File: config.mk
export PLATFORM = sky130hd
export DESIGN_NAME = branch_sequencer
export DESIGN_NICKNAME = d
export VERILOG_FILES = /design/src/rtl/brseq_pkg.sv /design/src/rtl/brseq_decode.sv /design/src/rtl/brseq_cond.sv /design/src/rtl/brseq_target.sv /design/src/rtl/branch_sequencer.sv
export SDC_FILE = /design/constraint.sdc
export NUM_CORES = 1
export LEC_CHECK = 0
export ABC_AREA = 1
export BUFFER_PORTS_ARGS = -buffer_cell sky130_fd_sc_hd__buf_4
export CORE_UTILIZATION = 35
export DETAILED_ROUTE_END_ITERATION = 7
export GPL_ROUTABILITY_DRIVEN = 0
export HOLD_SLACK_MARGIN = 0.05
export SLEW_MARGIN = 0
export SYNTH_ARGS = -nofsm -noshare
export SYNTH_HDL_FRONTEND = slang
export SYNTH_SLANG_ARGS = --single-unit
File: constraint.sdc
create_clock -name clk -period 2.5 [get_ports clk]
set_clock_uncertainty 0.05 [all_clocks]
set_input_delay 0 -clock clk [delete_from_list [all_inputs] [get_ports clk]]
set_output_delay 0 -clock clk [all_outputs]
set_load 0.03 [all_outputs]
File: src/rtl/brseq_pkg.sv
package brseq_pkg;

    typedef enum logic [2:0] {
        K_NONE,
        K_JP,
        K_JR,
        K_DJNZ,
        K_CALL,
        K_RET,
        K_RST,
        K_JPHL
    } kind_e;

    typedef struct packed {
        kind_e      kind;
        logic       cond_en;
        logic [2:0] cond;
    } dec_t;

    typedef enum logic {
        ST_IDLE,
        ST_SHOW
    } state_e;

endpackage

File: src/rtl/brseq_decode.sv
module brseq_decode
    import brseq_pkg::*;
(
    input  logic [7:0] op,
    output dec_t       dec
);
    always_comb begin
        dec.kind    = K_NONE;
        dec.cond_en = 1'b0;
        dec.cond    = op[5:3];
        if (op == 8'hC3) begin
            dec.kind = K_JP;
        end else if (op == 8'hE9) begin
            dec.kind = K_JPHL;
        end else if (op == 8'hCD) begin
            dec.kind = K_CALL;
        end else if (op == 8'hC9) begin
            dec.kind = K_RET;
        end else if (op == 8'h18) begin
            dec.kind = K_JR;
        end else if (op == 8'h10) begin
            dec.kind = K_DJNZ;
        end else if (op[7:6] == 2'b11) begin
            case (op[2:0])
                3'b010: begin dec.kind = K_JP;   dec.cond_en = 1'b1; end
                3'b100: begin dec.kind = K_CALL; dec.cond_en = 1'b1; end
                3'b000: begin dec.kind = K_RET;  dec.cond_en = 1'b1; end
                3'b111: begin dec.kind = K_RST; end
                default: dec.kind = K_NONE;
            endcase
        end else if (op[7:5] == 3'b001 && op[2:0] == 3'b000) begin
            dec.kind    = K_JR;
            dec.cond_en = 1'b1;
            dec.cond    = {1'b0, op[4:3]};
        end
    end
endmodule

File: src/rtl/brseq_cond.sv
module brseq_cond #(
    parameter int S_BIT = 7,
    parameter int Z_BIT = 6,
    parameter int P_BIT = 2,
    parameter int C_BIT = 0
) (
    input  logic       cond_en,
    input  logic [2:0] cond,
    input  logic [7:0] flags,
    output logic       ok
);
    logic sel;

    always_comb begin
        unique case (cond)
            3'd0: sel = ~flags[Z_BIT];
            3'd1: sel =  flags[Z_BIT];
            3'd2: sel = ~flags[C_BIT];
            3'd3: sel =  flags[C_BIT];
            3'd4: sel = ~flags[P_BIT];
            3'd5: sel =  flags[P_BIT];
            3'd6: sel = ~flags[S_BIT];
            3'd7: sel =  flags[S_BIT];
        endcase
        ok = ~cond_en | sel;
    end
endmodule

File: src/rtl/brseq_target.sv
module brseq_target
    import brseq_pkg::*;
#(
    parameter int ADDR_W = 16,
    parameter int B_W    = 8
) (
    input  dec_t              dec,
    input  logic              cond_ok,
    input  logic [ADDR_W-1:0] pc,
    input  logic [ADDR_W-1:0] operand,
    input  logic [ADDR_W-1:0] hl,
    input  logic [ADDR_W-1:0] pop_addr,
    input  logic [B_W-1:0]    reg_b,
    output logic              taken,
    output logic [ADDR_W-1:0] next_pc,
    output logic [1:0]        nbytes,
    output logic              push,
    output logic              pop,
    output logic [ADDR_W-1:0] push_addr,
    output logic [B_W-1:0]    b_new
);
    localparam int DISP_W = 8;

    logic [ADDR_W-1:0] pc1, pc2, pc3, disp_ext, rel_tgt, vec;
    logic [B_W-1:0]    b_dec;

    assign pc1      = pc + ADDR_W'(1);
    assign pc2      = pc + ADDR_W'(2);
    assign pc3      = pc + ADDR_W'(3);
    assign disp_ext = {{(ADDR_W-DISP_W){operand[DISP_W-1]}}, operand[DISP_W-1:0]};
    assign rel_tgt  = pc2 + disp_ext;
    assign vec      = ADDR_W'({dec.cond, 3'b000});
    assign b_dec    = reg_b - B_W'(1);

    always_comb begin
        taken     = 1'b0;
        next_pc   = pc1;
        nbytes    = 2'd0;
        push      = 1'b0;
        pop       = 1'b0;
        push_addr = '0;
        b_new     = reg_b;
        unique case (dec.kind)
            K_JP: begin
                nbytes  = 2'd2;
                taken   = cond_ok;
                next_pc = cond_ok ? operand : pc3;
            end
            K_CALL: begin
                nbytes  = 2'd2;
                taken   = cond_ok;
                push    = cond_ok;
                if (cond_ok) push_addr = pc3;
                next_pc = cond_ok ? operand : pc3;
            end
            K_JR: begin
                nbytes  = 2'd1;
                taken   = cond_ok;
                next_pc = cond_ok ? rel_tgt : pc2;
            end
            K_DJNZ: begin
                nbytes  = 2'd1;
                b_new   = b_dec;
                taken   = (b_dec != '0);
                next_pc = (b_dec != '0) ? rel_tgt : pc2;
            end
            K_RET: begin
                taken   = cond_ok;
                pop     = cond_ok;
                next_pc = cond_ok ? pop_addr : pc1;
            end
            K_RST: begin
                taken     = 1'b1;
                push      = 1'b1;
                push_addr = pc1;
                next_pc   = vec;
            end
            K_JPHL: begin
                taken   = 1'b1;
                next_pc = hl;
            end
            K_NONE: begin
                next_pc = pc1;
            end
        endcase
    end
endmodule

File: src/rtl/branch_sequencer.sv
module branch_sequencer
    import brseq_pkg::*;
#(
    parameter int ADDR_W = 16
) (
    input  logic              clk,
    input  logic              rst_n,
    input  logic              issue,
    input  logic [7:0]        opcode,
    input  logic [7:0]        flags,
    input  logic [7:0]        reg_b,
    input  logic [ADDR_W-1:0] pc,
    input  logic [ADDR_W-1:0] operand,
    input  logic [ADDR_W-1:0] hl,
    input  logic [ADDR_W-1:0] pop_addr,
    output logic              res_valid,
    output logic              taken,
    output logic [ADDR_W-1:0] next_pc,
    output logic [1:0]        opnd_bytes,
    output logic              push_req,
    output logic              pop_req,
    output logic [ADDR_W-1:0] push_addr,
    output logic [7:0]        b_out
);
    localparam int B_W = 8;

    dec_t              dec;
    logic              cond_ok;
    logic              c_taken, c_push, c_pop;
    logic [ADDR_W-1:0] c_next, c_paddr;
    logic [1:0]        c_bytes;
    logic [B_W-1:0]    c_b;
    state_e            state, state_nx;

    brseq_decode u_dec (
        .op  (opcode),
        .dec (dec)
    );

    brseq_cond u_cond (
        .cond_en (dec.cond_en),
        .cond    (dec.cond),
        .flags   (flags),
        .ok      (cond_ok)
    );

    brseq_target #(.ADDR_W(ADDR_W), .B_W(B_W)) u_tgt (
        .dec       (dec),
        .cond_ok   (cond_ok),
        .pc        (pc),
        .operand   (operand),
        .hl        (hl),
        .pop_addr  (pop_addr),
        .reg_b     (reg_b),
        .taken     (c_taken),
        .next_pc   (c_next),
        .nbytes    (c_bytes),
        .push      (c_push),
        .pop       (c_pop),
        .push_addr (c_paddr),
        .b_new     (c_b)
    );

    // next-state logic: T_ISSUE / T_NEXT / T_DRAIN / T_WAIT
    always_comb begin
        unique case (state)
            ST_IDLE: state_nx = issue ? ST_SHOW : ST_IDLE;
            ST_SHOW: state_nx = issue ? ST_SHOW : ST_IDLE;
        endcase
    end

    // state register
    always_ff @(posedge clk) begin
        if (!rst_n) state <= ST_IDLE;
        else        state <= state_nx;
    end

    assign res_valid = (state == ST_SHOW);

    // result registers
    always_ff @(posedge clk) begin
        if (!rst_n) begin
            taken      <= 1'b0;
            next_pc    <= '0;
            opnd_bytes <= 2'd0;
            push_req   <= 1'b0;
            pop_req    <= 1'b0;
            push_addr  <= '0;
            b_out      <= '0;
        end else if (issue) begin
            taken      <= c_taken;
            next_pc    <= c_next;
            opnd_bytes <= c_bytes;
            push_req   <= c_push;
            pop_req    <= c_pop;
            push_addr  <= c_paddr;
            b_out      <= c_b;
        end else begin
            taken      <= 1'b0;
            push_req   <= 1'b0;
            pop_req    <= 1'b0;
        end
    end
endmodule

==> flow_summary.json, run 1 <==
{
  "syn_inst": 918,
  "rows": 44,
  "synth_area_um2": 5350,
  "cp_cell_sequence": "buf_4 > ha_1 > nand2_1 > inv_1 > nand2_2 > nor2_1 > xor2_1 > ha_1 > a21o_1 > nor2_1 > nand3_1 > xnor2_1 > nand2_1 > nand3_1 > nand2_1 > nor2_1 > a21oi_1",
  "design.core.area_um2": 14700,
  "cts_buffers": 5,
  "synth_top_family_by_area": "simple AND/OR/NAND/NOR gates",
  "muxShareOfSynthArea_pct": 0,
  "powerDensity_nw_per_um2": 389,
  "synth_seq_cells": 46,
  "reg2reg_depth": 2,
  "reg2reg_slack_ps": 1760,
  "vias": 6606,
  "drc": 8,
  "via_per_inst": 5.17,
  "ys.warnings.count": 0,
  "min_from": "reg_b[7]",
  "drtAntennaViolNets": 0,
  "cts_max_level": 2,
  "hold_ws_ps": 56.2,
  "irDropWorstVdd_uv": 362,
  "hold_viol": 0,
  "grt.overflow.total": 0,
  "grt_usage_pct": 25.6,
  "drt_iter0_markers": 563,
  "die_y_um": 126,
  "min_path_type": "input port to flop",
  "slowest_delay_ps": 330,
  "final_max_slew_viol_count": 0,
  "rsz0062_at_grt": "true",
  "postLayoutCellArea_um2": 7210,
  "worst_setup_path_start_kind": "input port",
  "max_slew_margin_pct": 48.7,
  "port_buffers": 132,
  "fin_util_pct": 49.1,
  "clock_sinks": 46,
  "setup-violations-final": 0,
  "crit_type": "input port to flop",
  "place_area_um2": 6880,
  "seq_area_frac_synth_pct": 17.2,
  "maxCapViolCount": 0,
  "holdPathStages": 5,
  "period_minus_slack_ps": 2380,
  "nNetsFinal": 1205,
  "synthSimpleGateAreaFrac_pct": 39.3,
  "drive_above_1_share_pct": 24.3,
  "r2r_end": "next_pc[5]$_SDFFE_PN0P_",
  "r2r-start": "next_pc[5]$_SDFFE_PN0P_",
  "cts_setup_buffers": 0,
  "violations": "DRC",
  "crit_path_top_delay_cell": "ha_1",
  "whs_endpoint": "b_out[7]$_SDFFE_PN0P_",
  "antenna_found_initial": 0,
  "clock_latency_ps": 290,
  "cts_tree": "built",
  "synth_compound_area_share_pct": 19.5,
  "synth.distinct_cells": 41,
  "first_pass_iters": 7,
  "grt_max_degree": 46,
  "synth_xor_area_share_pct": 7.05,
  "dieWidth_um": 126,
  "grt_pass1_vias": 6429,
  "areaGrowthSynthToFinish_pct": 34.9,
  "io_pins": 137,
  "status": "complete, but fails checks",
  "final.period_utilization_pct": 95.0,
  "hpwl_um": 15900,
  "worstMarginPinSlew_ps": 768,
  "root_buffer": "clkbuf_16",
  "wire_per_inst_um": 15.6,
  "antenna_cells": 0,
  "start_util_pct": 36.4,
  "grt_pass1_wl_um": 32200,
  "syn-num-nets": 1031,
  "final_common_cell": "nand2_1",
  "fmax_ghz": 0.421,
  "worstSetupEndpointType": "flop",
  "avgSynthCellArea_um2": 5.82,
  "power_leakage_uw": 0.00370,
  "cts_buffer_depth": 2,
  "cp_max_fo": 4,
  "cp_data_required_time_ps": 2630,
  "routed_wl_um": 19900,
  "cp.arrival_ps": 2510,
  "die-area_um2": 15800,
  "synth_fa_ha_area_share_pct": 5.29,
  "cts.reportedPaths.clkPinSlew_ps": 60,
  "mostFrequentLayoutCells": "278 x nand2_1, 196 x buf_4, 103 x inv_1"
}
state kept, by name, indices dropped and copies added (netlist names):
| name | cells |
|---|---|
| opnd_bytes | 2 |
| taken | 1 |
| push_req | 1 |
| next_pc | 16 |
| pop_req | 1 |
| res_valid | 1 |
| push_addr | 16 |
| b_out | 8 |
cell families (layout without fill, tap and decap cells):
logic type / after synthesis / count (layout)
AO/OA/AOI/OAI: 183 / 183
XOR/XNOR: 43 / 43
adder cells (fa/ha/maj): 22 / 22
buffers and inverters: 148 / 323
flip-flops: 46 / 46
AND/OR/NAND/NOR: 476 / 476
worst max path at each step:
stage	startpoint	endpoint	cells past startpoint
6_report	pc[1]	next_pc[10]$_SDFFE_PN0P_	17
5_1_grt	pc[1]	next_pc[14]$_SDFFE_PN0P_	22
4_1_cts	reg_b[1]	next_pc[1]$_SDFFE_PN0P_	19
3_5_place_dp	pc[1]	next_pc[10]$_SDFFE_PN0P_	19
3_3_place_gp	pc[1]	next_pc[12]$_SDFFE_PN0P_	20
2_1_floorplan	pc[6]	next_pc[14]$_SDFFE_PN0P_	20
what timing repair did:
item                       4_1_cts  5_1_grt
hold buffers                     5        0
hold endpoints to repair        19        0
setup endpoints to repair        0       11
resized for setup                0       18
layout make-up:
cell class / count / area, um2
flip-flops and latches: 46 / 921
well taps: 184 / 230
clock inverters: 2 / 60.1
clock buffers: 6 / 139
repair buffers: 202 / 1540
multi-input cells: 724 / 3890
fillers: 1552 / 7490
inverters: 113 / 428
cells in the mapped netlist, drive strengths merged:
| master | instances | area (um2) |
|---|---|---|
| nand2 | 288 | 1100 |
| inv | 112 | 423 |
| nor2 | 95 | 432 |
| a21oi | 75 | 375 |
| o21ai | 69 | 345 |
| nand3 | 57 | 348 |
| dfxtp | 46 | 921 |
| xor2 | 33 | 289 |
| clkbuf | 21 | 81.3 |
| ha | 21 | 263 |
| o22ai | 17 | 156 |
| buf | 14 | 108 |
| nand4 | 14 | 87.6 |
| o211ai | 13 | 97.6 |
| xnor2 | 10 | 87.6 |
| nor3 | 9 | 45.0 |
| nand3b | 7 | 52.6 |
| or2 | 4 | 25.0 |
| a21o | 3 | 22.5 |
| a31oi | 3 | 18.8 |
| and2 | 1 | 6.26 |
| clkinv | 1 | 5.00 |
| fa | 1 | 20.0 |
| nor4 | 1 | 6.26 |
| o21a | 1 | 7.51 |
| o221ai | 1 | 8.76 |
| o31ai | 1 | 12.5 |
critical path: cells and delay by family:
kind                     cells  cell delay [ps]
AND/OR/NAND/NOR              9             1000
adder cells (fa/ha/maj)      2              550
XOR/XNOR                     2              480
AO/OA/AOI/OAI                2              270
buffers and inverters        2              200
metal layers:
layer | vias up | track usage [%] | wire [um]
met5 | - | 0 | 0
met3 | 42 | 3.51 | 1290
met1 | 2990 | 32.9 | 8610
met2 | 251 | 44.0 | 9400
met4 | 0 | 8.46 | 609
li1 | 3323 | - | -
power breakdown:
part	total [uW]	leakage, uW	switching, uW	internal [uW]
clock	894	0.0000971	294	600
sequential	794	0.000377	22.3	772
combinational	1120	0.00322	658	460
stage by stage:
stage	instances	total power (uW)	worst slack, ps	TNS (ps)
2_1_floorplan	918	1460	229	0
3_3_place_gp	1264	1890	-47.0	-164
3_5_place_dp	1264	1890	-120	-533
4_1_cts	1277	2800	81.4	0
5_1_grt	1277	2970	-29.7	-43.2
6_report	1277	2810	125	0
Power figures use the tool's default switching activity.
==> inputs of run 2 (changes only) <==
==> constraint.sdc (replaced) <==
create_clock -name clk -period 2.57 [get_ports clk]
set_clock_uncertainty 0.05 [all_clocks]
set_input_delay 0 -clock clk [delete_from_list [all_inputs] [get_ports clk]]
set_output_delay 0 -clock clk [all_outputs]
set_load 0.03 [all_outputs]
==> flow_summary.json, run 2 (synthesized netlist as in run 1, its figures left out) <==
{
  "place_inst": 1240,
  "min_path_type": "input port to flop",
  "drtAntennaViolNets": 0,
  "areaGrowthSynthToFinish_pct": 29.3,
  "clock_sinks": 46,
  "tns_ps": 0,
  "switchingPower_uw": 911,
  "grt.overflow.total": 0,
  "routed_wl_um": 19200,
  "top_usage_layer": "met2",
  "start_util_pct": 36.4,
  "regArea_um2": 921,
  "status": "complete, but fails checks",
  "final_common_cell": "nand2_1",
  "powerDensity_nw_per_um2": 352,
  "nNetsFinal": 1180,
  "whs_endpoint": "b_out[0]$_SDFFE_PN0P_",
  "wire_per_inst_um": 15.3,
  "first_pass_iters": 8,
  "drt_iter0_markers": 486,
  "die_y_um": 126,
  "grt_pass1_vias": 6111,
  "final_max_slew_viol_count": 0,
  "drc": 8,
  "rsz0062_at_grt": "false",
  "die-area_um2": 15800,
  "max_slew_margin_pct": 46.1,
  "io_pins": 137,
  "cp.arrival_ps": 2440,
  "maxCapViolCount": 0,
  "mostFrequentLayoutCells": "280 x nand2_1, 172 x buf_4, 103 x inv_1",
  "cts_buffers": 5,
  "cp_max_fo": 6,
  "worst_setup_path_start_kind": "input port",
  "fin_util_pct": 47.0,
  "r2r-start": "b_out[4]$_SDFFE_PN0P_",
  "fillCellCount": 1632,
  "vias": 6455,
  "violations": "DRC",
  "grt_pass1_wl_um": 30900,
  "cts_tree": "built",
  "period_minus_slack_ps": 2310,
  "worstMarginPinSlew_ps": 808,
  "antenna_cells": 0,
  "fmax_ghz": 0.433,
  "design.core.area_um2": 14700,
  "p_int_uw": 1520,
  "fin_total_pwr_uw": 2430,
  "hold_viol": 0,
  "setup-violations-final": 0,
  "dieWidth_um": 126,
  "hpwl_um": 15500,
  "crit_type": "input port to flop",
  "reg2reg_slack_ps": 1820,
  "holdPathStages": 4,
  "via_per_inst": 5.16,
  "top_regs": "next_pc (16), push_addr (16), b_out (8)",
  "seq_power_share_pct": 31.8,
  "use_met2_pct": 42.3,
  "cts.reportedPaths.clkPinSlew_ps": 60,
  "grt_usage_pct": 24.7,
  "met3_usage_pct": 3.55,
  "reg2reg_depth": 4,
  "switching_share_pct": 37.5,
  "clock_latency_ps": 280,
  "multi_input_area_um2": 3840,
  "final.period_utilization_pct": 90.0,
  "comb_power_share_pct": 42.8,
  "cp_data_required_time_ps": 2700,
  "stdcell_count": 1251,
  "drive_above_1_share_pct": 21.6,
  "antenna_found_initial": 0,
  "root_buffer": "clkbuf_16",
  "irDropWorstVdd_uv": 257,
  "met1_usage_pct": 32.1,
  "rows": 44,
  "power_leakage_uw": 0.00355,
  "min_from": "reg_b[0]",
  "port_buffers": 132,
  "r2r_end": "b_out[4]$_SDFFE_PN0P_",
  "cts_max_level": 2,
  "cts_buffer_depth": 2,
  "worstSetupEndpointType": "flop",
  "grt_max_degree": 46,
  "hold_ws_ps": 57.3,
  "pwr-share-clk_pct": 25.4
}
run 2: cell types whose count changed in the layout (fill, tap and decap cells not counted), sizes merged:
cell / delta
clkinv: +2
clkbuf: -1
buf: -24
dlygate4sd3: -1
bufinv: -2
run 2: power by group through the flow:
| stage | registers (uW) | logic, uW | clock network [uW] |
|---|---|---|---|
| finish | 772 | 1040 | 618 |
| global route | 775 | 1150 | 676 |
| CTS | 772 | 1030 | 633 |
| detailed placement | 788 | 1020 | 0 |
| global placement | 789 | 1010 | 0 |
| floorplan | 857 | 561 | 0 |
run 2: worst max-delay path by stage:
stage	startpoint	to	slack [ps]	cells after the start
after floorplan	pc[6]	next_pc[14]$_SDFFE_PN0P_	300	20
after global placement	pc[1]	next_pc[13]$_SDFFE_PN0P_	-0.4	19
after detailed placement	pc[1]	next_pc[13]$_SDFFE_PN0P_	-60	19
after CTS	reg_b[1]	next_pc[11]$_SDFFE_PN0P_	200	18
after global routing	pc[1]	next_pc[14]$_SDFFE_PN0P_	6	22
final	reg_b[1]	next_pc[8]$_SDFFE_PN0P_	260	18
run 2: cell type report:
cell class	count	share of cell area (%)
timing repair buffer	177	19.6
clock inverter	2	0.145
tap	184	3.33
multi-input combinational	724	55.6
clock buffer	5	1.81
sequential	46	13.3
inverter	113	6.19
run 2: per-layer routing:
layer | wire [um] | vias up
met2 | 8960 | 226
met3 | 1190 | 25
li1 | - | 3275
met1 | 8640 | 2929
met5 | 0 | -
met4 | 404 | 0
run 2: timing repair:
| item | 4_1_cts | 5_1_grt |
|---|---|---|
| hold buffers | 4 | 0 |
| endpoints found under the hold margin | 19 | 0 |
| setup endpoints to repair | 0 | 7 |
| gates resized for setup | 0 | 8 |
| setup buffers | 0 | 0 |
run 2: metrics by stage:
step	instance area (um2)	worst slack, ps
5_1_grt	6910	6.40
2_1_floorplan	5350	299
3_3_place_gp	6700	-0.389
6_report	6910	258
3_5_place_dp	6700	-63.5
4_1_cts	6870	204
run 2: critical path: stages:
cell,delay (ps)
dlygate4sd3_1,540
buf_4,150
inv_1,60
ha_1,240
inv_1,60
nand2_1,50
nand2_1,70
nor2_1,90
nand3_1,90
nor2_1,180
nand2_2,160
nand2_1,130
nand2_2,130
nand2_1,90
nand2_1,50
nor3_1,150
buf_4,150
a21oi_1,50
